<file path="config.mk">
export PLATFORM = sky130hd
export DESIGN_NAME = vbus_front
export DESIGN_NICKNAME = d
export VERILOG_FILES = /design/src/rtl/vbus_pkg.sv /design/src/rtl/vbus_csel_qual.sv /design/src/rtl/vbus_wr_decode.sv /design/src/rtl/vbus_wsync.sv /design/src/rtl/vbus_front.sv
export SDC_FILE = /design/constraint.sdc
export NUM_CORES = 1
export LEC_CHECK = 0
export BUFFER_PORTS_ARGS = -buffer_cell sky130_fd_sc_hd__buf_2
export CAP_MARGIN = 20
export CORE_AREA = 2 2 82 84
export DETAILED_ROUTE_END_ITERATION = 16
export DIE_AREA = 0 0 84 86
export PLACE_DENSITY = 0.77
export SETUP_SLACK_MARGIN = 0.3
export SYNTH_ARGS = -nofsm -noshare
export SYNTH_HDL_FRONTEND = slang
export SYNTH_SLANG_ARGS = --single-unit
</file>
<file path="constraint.sdc">
create_clock -name clk -period 1.7 [get_ports clk]
set_clock_uncertainty 0.05 [all_clocks]
set_input_delay 0 -clock clk [delete_from_list [all_inputs] [get_ports clk]]
set_output_delay 0 -clock clk [all_outputs]
set_load 0.02 [all_outputs]
</file>
<file path="src/rtl/vbus_pkg.sv">
package vbus_pkg;
    localparam int OFS_W   = 6;
    localparam int NREG    = 1 << OFS_W;
    localparam int DATA_W  = 8;
    localparam int HI_W    = 2;
    localparam int CS_N    = 4;
    // polarity of each select pin: 1 = active-high
    localparam logic [CS_N-1:0] CS_POL = 4'b0010;
    localparam logic [OFS_W-1:0] WAIT_OFS = 6'h02;

    typedef struct packed {
        logic              prev;
        logic [NREG-1:0]   stb;
        logic [DATA_W-1:0] data;
    } dec_st_t;

    typedef struct packed {
        logic stall;
    } sync_st_t;
endpackage

</file>
<file path="src/rtl/vbus_csel_qual.sv">
module vbus_csel_qual #(
    parameter int               CS_N   = vbus_pkg::CS_N,
    parameter logic [CS_N-1:0]  CS_POL = vbus_pkg::CS_POL
) (
    input  logic [CS_N-1:0] csel_i,
    output logic            sel_o
);
    logic [CS_N-1:0] act;

    for (genvar i = 0; i < CS_N; i++) begin : g_pin
        if (CS_POL[i]) begin : g_hi
            assign act[i] = csel_i[i];
        end else begin : g_lo
            assign act[i] = ~csel_i[i];
        end
    end

    assign sel_o = &act;
endmodule

</file>
<file path="src/rtl/vbus_wr_decode.sv">
module vbus_wr_decode
    import vbus_pkg::*;
(
    input  logic              clk,
    input  logic              rst_n,
    input  logic              sel_i,
    input  logic              phi2_i,
    input  logic              rw_i,
    input  logic [OFS_W-1:0]  addr_i,
    input  logic [DATA_W-1:0] din_i,
    output logic              fire_o,
    output logic [NREG-1:0]   wr_stb_o,
    output logic [DATA_W-1:0] wr_data_o
);
    dec_st_t st_d, st_q;
    logic    wr_now;

    always_comb begin
        wr_now      = sel_i & phi2_i & ~rw_i;
        fire_o      = wr_now & ~st_q.prev;
        st_d        = st_q;
        st_d.prev   = wr_now;
        st_d.stb    = '0;
        if (fire_o) begin
            st_d.stb  = NREG'(1) << addr_i;
            st_d.data = din_i;
        end
    end

    always_ff @(posedge clk or negedge rst_n) begin
        if (!rst_n) st_q <= '0;
        else        st_q <= st_d;
    end

    assign wr_stb_o  = st_q.stb;
    assign wr_data_o = st_q.data;


    stb_onehot_chk: assert property (@(posedge clk) disable iff (!rst_n)
        $onehot0(wr_stb_o));

    stb_single_chk: assert property (@(posedge clk) disable iff (!rst_n)
        (|wr_stb_o) |=> !(|wr_stb_o));

    stb_needs_write_chk: assert property (@(posedge clk) disable iff (!rst_n)
        (|st_d.stb) |=> $past(!rw_i && phi2_i && sel_i));
endmodule

</file>
<file path="src/rtl/vbus_wsync.sv">
module vbus_wsync
    import vbus_pkg::*;
(
    input  logic clk,
    input  logic rst_n,
    input  logic wait_wr_i,
    input  logic hblank_i,
    output logic rdy_n_o
);
    sync_st_t st_d, st_q;

    always_comb begin
        st_d = st_q;
        if (wait_wr_i)     st_d.stall = 1'b1;
        else if (hblank_i) st_d.stall = 1'b0;
    end

    always_ff @(posedge clk or negedge rst_n) begin
        if (!rst_n) st_q <= '0;
        else        st_q <= st_d;
    end

    assign rdy_n_o = ~st_q.stall;


    stall_set_chk: assert property (@(posedge clk) disable iff (!rst_n)
        wait_wr_i |=> !rdy_n_o);

    stall_release_chk: assert property (@(posedge clk) disable iff (!rst_n)
        (hblank_i && !wait_wr_i) |=> rdy_n_o);

    stall_hold_chk: assert property (@(posedge clk) disable iff (!rst_n)
        (!wait_wr_i && !hblank_i) |=> $stable(rdy_n_o));
endmodule

</file>
<file path="src/rtl/vbus_front.sv">
module vbus_front
    import vbus_pkg::*;
(
    input  logic              clk,
    input  logic              rst_n,
    input  logic              phi2,
    input  logic [CS_N-1:0]   csel,
    input  logic              rw,
    input  logic [OFS_W-1:0]  addr,
    input  logic [DATA_W-1:0] dbus_in,
    input  logic [HI_W-1:0]   rd_hi,
    input  logic              hblank_start,
    output logic [HI_W-1:0]   dbus_out,
    output logic              dbus_oe,
    output logic [NREG-1:0]   wr_stb,
    output logic [DATA_W-1:0] wr_data,
    output logic              rdy_n
);
    logic sel;
    logic fire;
    logic wait_wr;

    vbus_csel_qual u_csel (
        .csel_i (csel),
        .sel_o  (sel)
    );

    vbus_wr_decode u_dec (
        .clk       (clk),
        .rst_n     (rst_n),
        .sel_i     (sel),
        .phi2_i    (phi2),
        .rw_i      (rw),
        .addr_i    (addr),
        .din_i     (dbus_in),
        .fire_o    (fire),
        .wr_stb_o  (wr_stb),
        .wr_data_o (wr_data)
    );

    assign wait_wr = fire && (addr == WAIT_OFS);

    vbus_wsync u_sync (
        .clk       (clk),
        .rst_n     (rst_n),
        .wait_wr_i (wait_wr),
        .hblank_i  (hblank_start),
        .rdy_n_o   (rdy_n)
    );

    always_comb begin
        dbus_oe  = sel & phi2 & rw;
        dbus_out = dbus_oe ? rd_hi : '0;
    end


    oe_pins_chk: assert property (@(posedge clk) disable iff (!rst_n)
        dbus_oe |-> (csel == CS_POL) && rw && phi2);

    stb_selected_chk: assert property (@(posedge clk) disable iff (!rst_n)
        (|wr_stb) |-> $past(csel == CS_POL));
endmodule

</file>
# --- Yosys cells after proc, flatten, opt, wreduce, memory -nomap -nowiden ---
# Index checks and enable logic that the tools add are counted.
word_totals:
  in_bits: 25
  word_cells: 23
  latch_bits: 0
  reg_bits: 74
  memories: 0
  output_inout_bits: 76
  rom_bits: 0
  mem_bits_rw: 0
classes:
  div: 0
  addsub: 0
  bitwise_logic: 10
  n_mux: 4
  mul: 0
  n_shift: 1
  order_cmp: 0
  eq_ne: 1
  reduce_logical: 3
ops:
  columns: ["operator", "count"]
  rows:
  - ["72-bit two-way mux", 1]
  - ["1-bit by 6-bit left shift with 64-bit output, first input constant", 1]
  - ["6-bit by 2-bit == test with 1-bit output, second input constant", 1]
  - ["1-bit inverter", 6]
  - ["1-bit bitwise AND", 4]
  - ["4-bit AND reduction", 1]
  - ["1-bit two-way mux", 2]
  - ["2-bit two-way mux", 1]
  - ["2-bit nonzero test", 1]
  - ["1-bit logical AND", 1]

# --- Depth between registers and ports, before layout ---
# Gate-level depths: netlist (run 1).
logic_depth:
  depth_word: 7
  mapped_depth: 4
  depth_no_buf: 3

# --- Cells and area by module ---
# A second synthesis (run 1) with hierarchy kept.
hier_totals:
  cells_unflattened: 269
  hier_area_um2: 3168.0
by_module_without_submodules:
  columns: ["mod", "area_each_um2", "seq_area_each_um2", "cells_each", "instances"]
  rows:
  - ["vbus_wr_decode", 3069.2, 1826.8, 260, 1]
  - ["vbus_front", 43.8, 0.0, 5, 1]
  - ["vbus_wsync", 40.0, 25.0, 3, 1]
  - ["vbus_csel_qual", 15.0, 0.0, 1, 1]

# --- Worst setup path before layout (run 1) ---
# No wires, ideal clock.
synth_path:
  path_type: "register to register"
  start: "register u_dec.st_q[72] in the netlist's numbering"
  end: "register u_dec.st_q, in the netlist u_dec.wr_data_o[0]"
  path_stages_with_launch: 4
  setup_ps: 125
  path_buffers: 0
  synth_period_minus_slack_ps: 1362
  arrival_ps: 1187
  path_slack_ps: 338
  required_ps: 1525
  path_cell_list: "dfrtp_1 nor4b_2 nand2_4 mux2_4"
synth_via:
  elab_chain_len: 2
synth_lines:
  columns: ["element", "line", "rtl"]
  rows:
  - ["from (decl)", "vbus_wr_decode.sv:15", "dec_st_t st_d, st_q;"]
  - ["from (signal assigned)", "vbus_wr_decode.sv:32", "else st_q <= st_d;"]
  - ["1-bit inverter", "vbus_wr_decode.sv:20", "fire_o = wr_now & ~st_q.prev;"]
  - ["1-bit bitwise AND", "vbus_wr_decode.sv:20", null]
# No other way between the ends.
# A chain may end at the register's enable or synchronous reset.

# --- Final worst setup path (run 1) ---
layout_path:
  start: "register u_dec.st_q[72] in the netlist's numbering"
  end: "register u_dec.st_q, in the netlist u_dec.wr_data_o[1]"
# Same word-level chain as after synthesis.

==> summary.log, run 1 <==
INFO  placement      placed_cells_incl_taps=363
INFO  drt            post-route-drc-count=0
INFO  timing         slew_headroom=0.691
INFO  die            coreArea=6280um^2
INFO  die            die_w=84um
INFO  layout         leading_cell_type_in_the_layout_fill_and_taps_excluded=buf_2
INFO  logic_synthesis yosys-top-cells-area=dfrtp_1, buf_4, nor2_1
INFO  setup_path     worst_reg_to_reg_path_cell_count=3
INFO  global_routing globalRouteOverflowTotal=0
INFO  layout         final_net_count=339
INFO  die            floorplan.die_area=7220um^2
INFO  layout         insertedDiodeCount=0
INFO  setup_path     worst_r2r_startpoint=u_dec.st_q[72]
INFO  logic_synthesis netlist_instances=261
INFO  die            die_height=86um
INFO  placement      dp_hpwl=3.75mm
INFO  logic_synthesis synthDominantCellAreaShare=0.600
INFO  run            max_cap_viol_count=0
INFO  global_routing number_of_antenna_violations_at_the_first_check_in_global_routing=0
INFO  placement      detailedPlace.worstSlack=277ps
INFO  setup_path     startpoint_of_the_most_critical_setup_path=u_dec.st_q[72]
INFO  die            top_ports=101
INFO  clock_tree     cts_tree=built
INFO  logic_synthesis synth_fp_nets=286
INFO  setup_path     worst-endpoint-arrival=1600ps
INFO  layout         area.sequential=1850um^2
INFO  clock_tree     clk-insertion-delay-late=330ps
INFO  clock_tree     clk_pin_slew_worst_paths=70ps
INFO  drt            routed_via_density=4.64
INFO  logic_synthesis synth_async_sr_flop_share=1.00
INFO  power          power_leakage=1.94nW
INFO  timing         hold_violations=0
INFO  logic_synthesis synth_largest_area_cell=dfrtp_1
INFO  logic_synthesis leading_register_cell_type_out_of_synthesis=dfrtp_1
INFO  timing         setup-tns-final=0ps
INFO  setup_path     critical-path-max-stage-delay=420ps
INFO  timing         achievable-frequency=0.703GHz
INFO  logic_synthesis postSynthRegisterBits=74
INFO  timing         maxSlewViolCount=0
INFO  timing         unrepaired_setup_endpoints_after_global_routing=yes
INFO  global_routing first_global_vias=1803
INFO  setup_path     worstSetupEndpointType=register
INFO  setup_path     regToRegSetupSlack=280ps
INFO  logic_synthesis synth-edff-count=0
INFO  drt            postRouteWirelength=5.51mm
INFO  setup_path     timing.setup.critical_path_class=register to register
INFO  layout         share_of_layout_cells_above_drive_strength_1=0.431
INFO  logic_synthesis syn_area=3090um^2
INFO  clock_tree     root_buffer=clkbuf_8
INFO  timing         final_period_demand_of_the_worst_path=1420ps
INFO  setup_path     path_buf_inv=0
INFO  drt            initial_detailed_routing_violation_count=54
INFO  timing         setup_ws_final=277ps
INFO  layout         multiInputGateArea=649um^2
INFO  power          power_per_cell_area=999nW/um^2
INFO  run_status     status=complete, no violations
INFO  setup_path     crit_path_cell_trace=nor4b_2 > nand2_4 > mux2_4
INFO  logic_synthesis synth_seq_area_share=0.600
INFO  timing         setup_viol=0
INFO  timing         timing.hold.ws=14.6ps
INFO  setup_path     critPathLaunchType=register
INFO  die            row_count=29
INFO  global_routing grt_max_degree=44
INFO  setup_path     worstPathMaxFanout=8
INFO  setup_path     crit_cells=3
INFO  placement      gp_congestion=0.750
INFO  placement      detailed_place.area=3120um^2
INFO  layout         layout.cells.most_common_list=buf_2, dfrtp_1, nor2_1
INFO  setup_path     slowest_stage=dfrtp_1
INFO  layout         area_growth_syn_to_layout=13.0%
INFO  layout         finished_layout_cell_area=3490um^2
INFO  clock_tree     cts.sinks=74
INFO  layout         fill_cells=525
INFO  worst_hold_path hp-class=input pin to register
INFO  logic_synthesis yosysWarnings=0
INFO  clock_tree     cts_buffers=9
INFO  drt            routedWlPerCell=14.0um
INFO  drt            route.antenna.remaining_nets=0
INFO  drt            drtPass1Iterations=4
INFO  global_routing grt_usage=0.159
INFO  placement      portBuffers=100
INFO  timing         fin_crit_sh=0.837
INFO  clock_tree     cts_htree_levels=3
INFO  setup_path     reg2reg_to=u_dec.wr_data_o[1]
INFO  die            start_util=0.492
INFO  logic_synthesis average_cell_area_after_synthesis=11.8um^2
INFO  global_routing grt_first_pass_wirelength=8.76mm
INFO  drt            vias=1832
INFO  setup_path     endpoint_of_the_most_critical_setup_path=u_dec.wr_data_o[1]
INFO  timing         max_slew.worst_pin.slew=464ps
INFO  setup_path     worst_path_dominant_cell_family=simple AND/OR/NAND/NOR gates
INFO  clock_tree     max-clock-path-buffers=2
INFO  setup_path     critical_path_required=1870ps
INFO  power          maximum_ir_drop_on_the_vdd_rail=0.000732V
INFO  logic_synthesis library_cells_used_by_synthesis=21
INFO  layout         non_filler_instances=395
-- flip-flops by register name (all words and copies together) (netlist names) --
name / count
u_dec.st_q: 1
u_dec.wr_data_o: 8
u_sync.st_q: 1
u_dec.wr_stb_o: 64
-- routing by layer --
| metal | up-vias | routed length [um] | GRT usage | part of all wire |
|---|---|---|---|---|
| met5 | - | 0 | 0 | 0 |
| met4 | 0 | 102 | 0.0704 | 0.018 |
| met3 | 10 | 385 | 0.0414 | 0.070 |
| met2 | 84 | 2580 | 0.249 | 0.47 |
| met1 | 880 | 2450 | 0.211 | 0.44 |
| li1 | 858 | - | - | - |
-- report_power, final --
part           total, mW  switching (mW)  internal (mW)
logic              0.287           0.164          0.122
registers           1.82          0.0195           1.80
clock network       1.38           0.594          0.789
-- worst reg2reg max path: cells and delay by family, from the launching register on --
family / cells / cell delay, ps
AND/OR/NAND/NOR: 2 / 530
flip-flops: 1 / 420
multiplexers: 1 / 320
-- worst min path at each step --
stage | from | to | depth (start not counted)
floorplan | rst_n | u_dec.st_q[72] | 0
global placement | rst_n | u_dec.wr_stb_o[31] | 1
detailed placement | rst_n | u_dec.wr_stb_o[31] | 1
CTS | csel[2] | u_dec.st_q[72] | 3
global route | addr[2] | u_dec.wr_stb_o[63] | 3
finish | addr[2] | u_dec.wr_stb_o[63] | 3
-- per-stage QoR --
stage / power (mW) / util
floorplan: 2.03 / -
global placement: 2.11 / 0.497
detailed placement: 2.11 / 0.497
CTS: 3.53 / 0.552
global route: 3.63 / 0.556
finish: 3.49 / 0.556
-- Yosys cell counts, types with 2 or more instances --
cell type	number
buf_6	4
nand2_1	9
nand4_4	2
buf_4	72
dfrtp_1	74
mux2_4	2
nand4b_4	2
nor3b_4	2
nor2b_1	5
mux2_2	6
nor2_1	67
nand3_1	6
and3_1	2
-- cell type report --
| type | instances | share of cell area |
|---|---|---|
| flip-flops and latches | 74 | 0.530 |
| repair buffers | 118 | 0.196 |
| multi-input cells | 110 | 0.186 |
| clock buffers | 13 | 0.0484 |
| well taps | 77 | 0.0276 |
| clock inverters | 2 | 0.0100 |
| inverters | 1 | 0.00108 |
-- cell families (layout without fill, tap and decap cells) --
group | Yosys count | after routing | synth area share
AO/OA/AOI/OAI | 1 | 1 | 0.00203
multiplexers | 8 | 8 | 0.0316
buffers and inverters | 77 | 134 | 0.191
flip-flops | 74 | 74 | 0.600
AND/OR/NAND/NOR | 101 | 101 | 0.176
-- timing repair --
action                     in CTS  in global routing
pin swaps                       0                  1
hold endpoints to repair      100                  0
setup endpoints to repair      18                 71
hold buffers                   14                  0
buffers inserted                0                  3
resized for setup               0                  1
No activity file was read; power rests on OpenSTA's default activity.
==> inputs of run 2 (changes only) <==
--- a/config.mk
+++ b/config.mk
@@ -5,12 +5,13 @@
 export SDC_FILE = /design/constraint.sdc
 export NUM_CORES = 1
 export LEC_CHECK = 0
+export ABC_AREA = 1
 export BUFFER_PORTS_ARGS = -buffer_cell sky130_fd_sc_hd__buf_2
 export CAP_MARGIN = 20
-export CORE_AREA = 2 2 82 84
+export CORE_AREA = 2 2 83 85
 export DETAILED_ROUTE_END_ITERATION = 16
-export DIE_AREA = 0 0 84 86
-export PLACE_DENSITY = 0.77
+export DIE_AREA = 0 0 85 87
+export PLACE_DENSITY = 0.78
 export SETUP_SLACK_MARGIN = 0.3
 export SYNTH_ARGS = -nofsm -noshare
 export SYNTH_HDL_FRONTEND = slang
==> constraint.sdc (replaced) <==
create_clock -name clk -period 1.4 [get_ports clk]
set_clock_uncertainty 0.05 [all_clocks]
set_input_delay 0 -clock clk [delete_from_list [all_inputs] [get_ports clk]]
set_output_delay 0 -clock clk [all_outputs]
set_load 0.02 [all_outputs]
==> run 2 against run 1 <==
The run now ends with hold timing left. Utilization increased by 2.8 points. Count of clock-buffer cells in the layout is the same. Synthesized cell count grew 24%. Sequential share of layout area fell by 4.7 points. Final area rose by 9.8%. Worst hold slack got worse by 17 ps. Sequential power is 21% higher. Routed wire length increased by 26%. Power rose by 22%. Critical path depth increased by 2. Critical endpoint is now u_dec.wr_stb_o[18]. Largest cell class unchanged.
==> summary.log, run 2 <==
INFO  logic_synthesis library_cells_used_by_synthesis=15
INFO  clock_tree     max-clock-path-buffers=2
INFO  layout         multiInputGateArea=739um^2
INFO  power          comb_power_share=0.092
INFO  logic_synthesis yosys.cell_count.top_type=buf_4
INFO  global_routing globalRouteOverflowTotal=0
INFO  die            row_count=30
INFO  logic_synthesis synthTopCellsByCount=buf_4, dfrtp_1, nor2_1
INFO  clock_tree     cts_tree=built
INFO  timing         timing.hold.ws=-2.41ps
INFO  drt            routedWlPerCell=14.8um
INFO  timing         fin_crit_sh=0.771
INFO  setup_path     worstSetupEndpointType=register
INFO  die            die_w=85um
INFO  clock_tree     clk-insertion-delay-late=330ps
INFO  logic_synthesis synth-edff-count=0
INFO  logic_synthesis synthDominantCellAreaShare=0.575
INFO  setup_path     worstPathMaxFanout=9
INFO  clock_tree     root_buffer=clkbuf_8
INFO  timing         setup-tns-final=0ps
INFO  logic_synthesis synth_seq_area_share=0.575
INFO  logic_synthesis synth_adder_area_share=0
INFO  global_routing grt_max_degree=44
INFO  die            start_util=0.491
INFO  layout         fraction_of_the_core_area_covered_by_cells_at_the_end_of_the_flow=0.584
INFO  global_routing first_global_vias=2180
INFO  drt            route.antenna.remaining_nets=0
INFO  drt            drtPass1Iterations=4
INFO  logic_synthesis yosysWarnings=0
INFO  layout         area.sequential=1850um^2
INFO  layout         largest_reg_flops=64
INFO  timing         max_slew.worst_pin.slew=579ps
INFO  clock_tree     clk_pin_slew_worst_paths=70ps
INFO  layout         final_net_count=408
INFO  logic_synthesis leading_register_cell_type_out_of_synthesis=dfrtp_1
INFO  logic_synthesis yosys.area_share.xor_xnor=0
INFO  die            coreArea=6570um^2
INFO  drt            vias=2256
INFO  run_status     failing_checks=hold timing
INFO  logic_synthesis synth-compound-area-share=0
INFO  timing         maxSlewViolCount=0
INFO  die            floorplan.die_area=7400um^2
INFO  timing         final_period_demand_of_the_worst_path=1080ps
INFO  layout         insertedDiodeCount=0
INFO  global_routing grt_usage=0.186
INFO  power          p_int=3.28mW
INFO  setup_path     timing.setup.critical_path_class=register to register
INFO  setup_path     worst-endpoint-arrival=1290ps
INFO  worst_hold_path hp-class=input pin to register
INFO  logic_synthesis synth_fp_nets=349
INFO  layout         non_filler_instances=467
INFO  layout         area_growth_syn_to_layout=18.9%
INFO  layout         fill_cells=556
INFO  logic_synthesis synth_top_family_by_area=buffers and inverters
INFO  power          netSwitchingFraction=0.230
INFO  drt            routed_via_density=4.83
INFO  logic_synthesis postSynthRegisterBits=74
INFO  logic_synthesis yosys-top-cells-area=dfrtp_1, buf_4, nor2_1
INFO  drt            post-route-drc-count=0
INFO  power          pwr-share-seq=0.518
INFO  power          switching_pwr=982uW
INFO  layout         layout.cells.most_common_list=buf_2, dfrtp_1, nor2_1
INFO  logic_synthesis syn_area=3220um^2
INFO  drt            initial_detailed_routing_violation_count=170
INFO  logic_synthesis area_fraction_in_and_or_nand_and_nor_cells_after_synthesis=0.208
INFO  placement      placed_cells_incl_taps=427
INFO  global_routing grt_first_pass_wirelength=10.6mm
INFO  layout         share_of_layout_cells_above_drive_strength_1=0.408
INFO  logic_synthesis fraction_of_synthesized_area_in_multiplexers=0
INFO  logic_synthesis synth_async_sr_flop_share=1.00
INFO  layout         leading_cell_type_in_the_layout_fill_and_taps_excluded=buf_2
INFO  setup_path     critical_path_required=1610ps
INFO  timing         unrepaired_setup_endpoints_after_global_routing=yes
INFO  power          power_per_cell_area=1110nW/um^2
INFO  clock_tree     cts.sinks=74
INFO  run_status     status=finished, violations left
INFO  run            max_cap_viol_count=0
INFO  timing         setup_viol=0
INFO  global_routing number_of_antenna_violations_at_the_first_check_in_global_routing=0
INFO  clock_tree     cts_buffers=9
INFO  placement      dp_hpwl=4.52mm
INFO  timing         achievable-frequency=0.927GHz
INFO  power          clock_network_fraction_of_design_power=0.390
INFO  power          maximum_ir_drop_on_the_vdd_rail=0.000638V
INFO  timing         hold_violations=1
INFO  logic_synthesis netlist_instances=324
INFO  timing         slew_headroom=0.613
INFO  clock_tree     cts_htree_levels=3
INFO  die            die_height=87um
INFO  logic_synthesis synth_largest_area_cell=dfrtp_1
INFO  die            top_ports=101
INFO  setup_path     critPathLaunchType=register
INFO  power          power_leakage=2.06nW
INFO  placement      portBuffers=100
INFO  logic_synthesis average_cell_area_after_synthesis=9.95um^2
INFO  drt            postRouteWirelength=6.92mm
INFO  placement      gp_congestion=0.839
==> run 2: layer usage <==
metal	track usage	up-vias	part of all wire
met5	0	-	0
met4	0.0664	0	0.014
met3	0.0474	9	0.054
met2	0.310	77	0.51
met1	0.236	1098	0.42
li1	-	1072	-
==> run 2: stage by stage <==
step | setup slack, ps | area (um^2) | power (mW)
6_report | 321 | 3830 | 4.26
3_3_place_gp | 325 | 3290 | 2.57
3_5_place_dp | 280 | 3290 | 2.58
4_1_cts | 308 | 3700 | 4.29
2_1_floorplan | 346 | 3220 | 2.47
5_1_grt | 264 | 3830 | 4.44
==> run 2: power groups by stage <==
stage	Combinational (mW)	Sequential, mW	Clock [mW]
after floorplan	0.236	2.24	0
after global placement	0.322	2.24	0
after detailed placement	0.335	2.25	0
after CTS	0.378	2.20	1.71
after global routing	0.436	2.21	1.80
final	0.392	2.21	1.66
==> run 2: logic make-up (layout without fill, tap and decap cells) <==
kind of cell           after synthesis  count (layout)
DFF                                 74              74
buffers and inverters              106             169
and+or+nand+nor                    144             144
==> run 2: worst paths after layout <==
| path | end | slack, ps | startpoint | cells past startpoint |
|---|---|---|---|---|
| max in group asynchronous | u_dec.wr_stb_o[38] | 650 | rst_n | 3 |
| min reg2reg | u_dec.wr_data_o[0] | 430 | u_dec.wr_data_o[0] | 2 |
| max reg2reg | u_dec.wr_stb_o[18] | 320 | u_dec.st_q[72] | 5 |
| min | u_dec.wr_stb_o[30] | -2 | addr[0] | 4 |
| max | u_dec.wr_stb_o[18] | 320 | u_dec.st_q[72] | 5 |
| min in group asynchronous | u_dec.wr_stb_o[26] | 90 | rst_n | 2 |
==> run 2: layout make-up <==
type / count / area share
well taps: 80 / 0.0261
clock buffers: 13 / 0.0441
inverters: 17 / 0.0166
flip-flops and latches: 74 / 0.483
repair buffers: 137 / 0.228
clock inverters: 2 / 0.00914
multi-input cells: 144 / 0.193
==> run 2: critical path, cell delays in order (launching register included) <==
cell,delay [ps]
dfrtp_1,370
inv_2,80
nand4_1,110
buf_6,160
buf_12,140
nor2_2,80
==> run 2: repair_timing <==
item,4_1_cts,5_1_grt
cloned,0,2
resized for setup,1,34
setup buffers,0,3
hold buffers,20,0
endpoints found under the hold margin,96,0
pin swaps,0,2
endpoints found under the setup margin,8,54
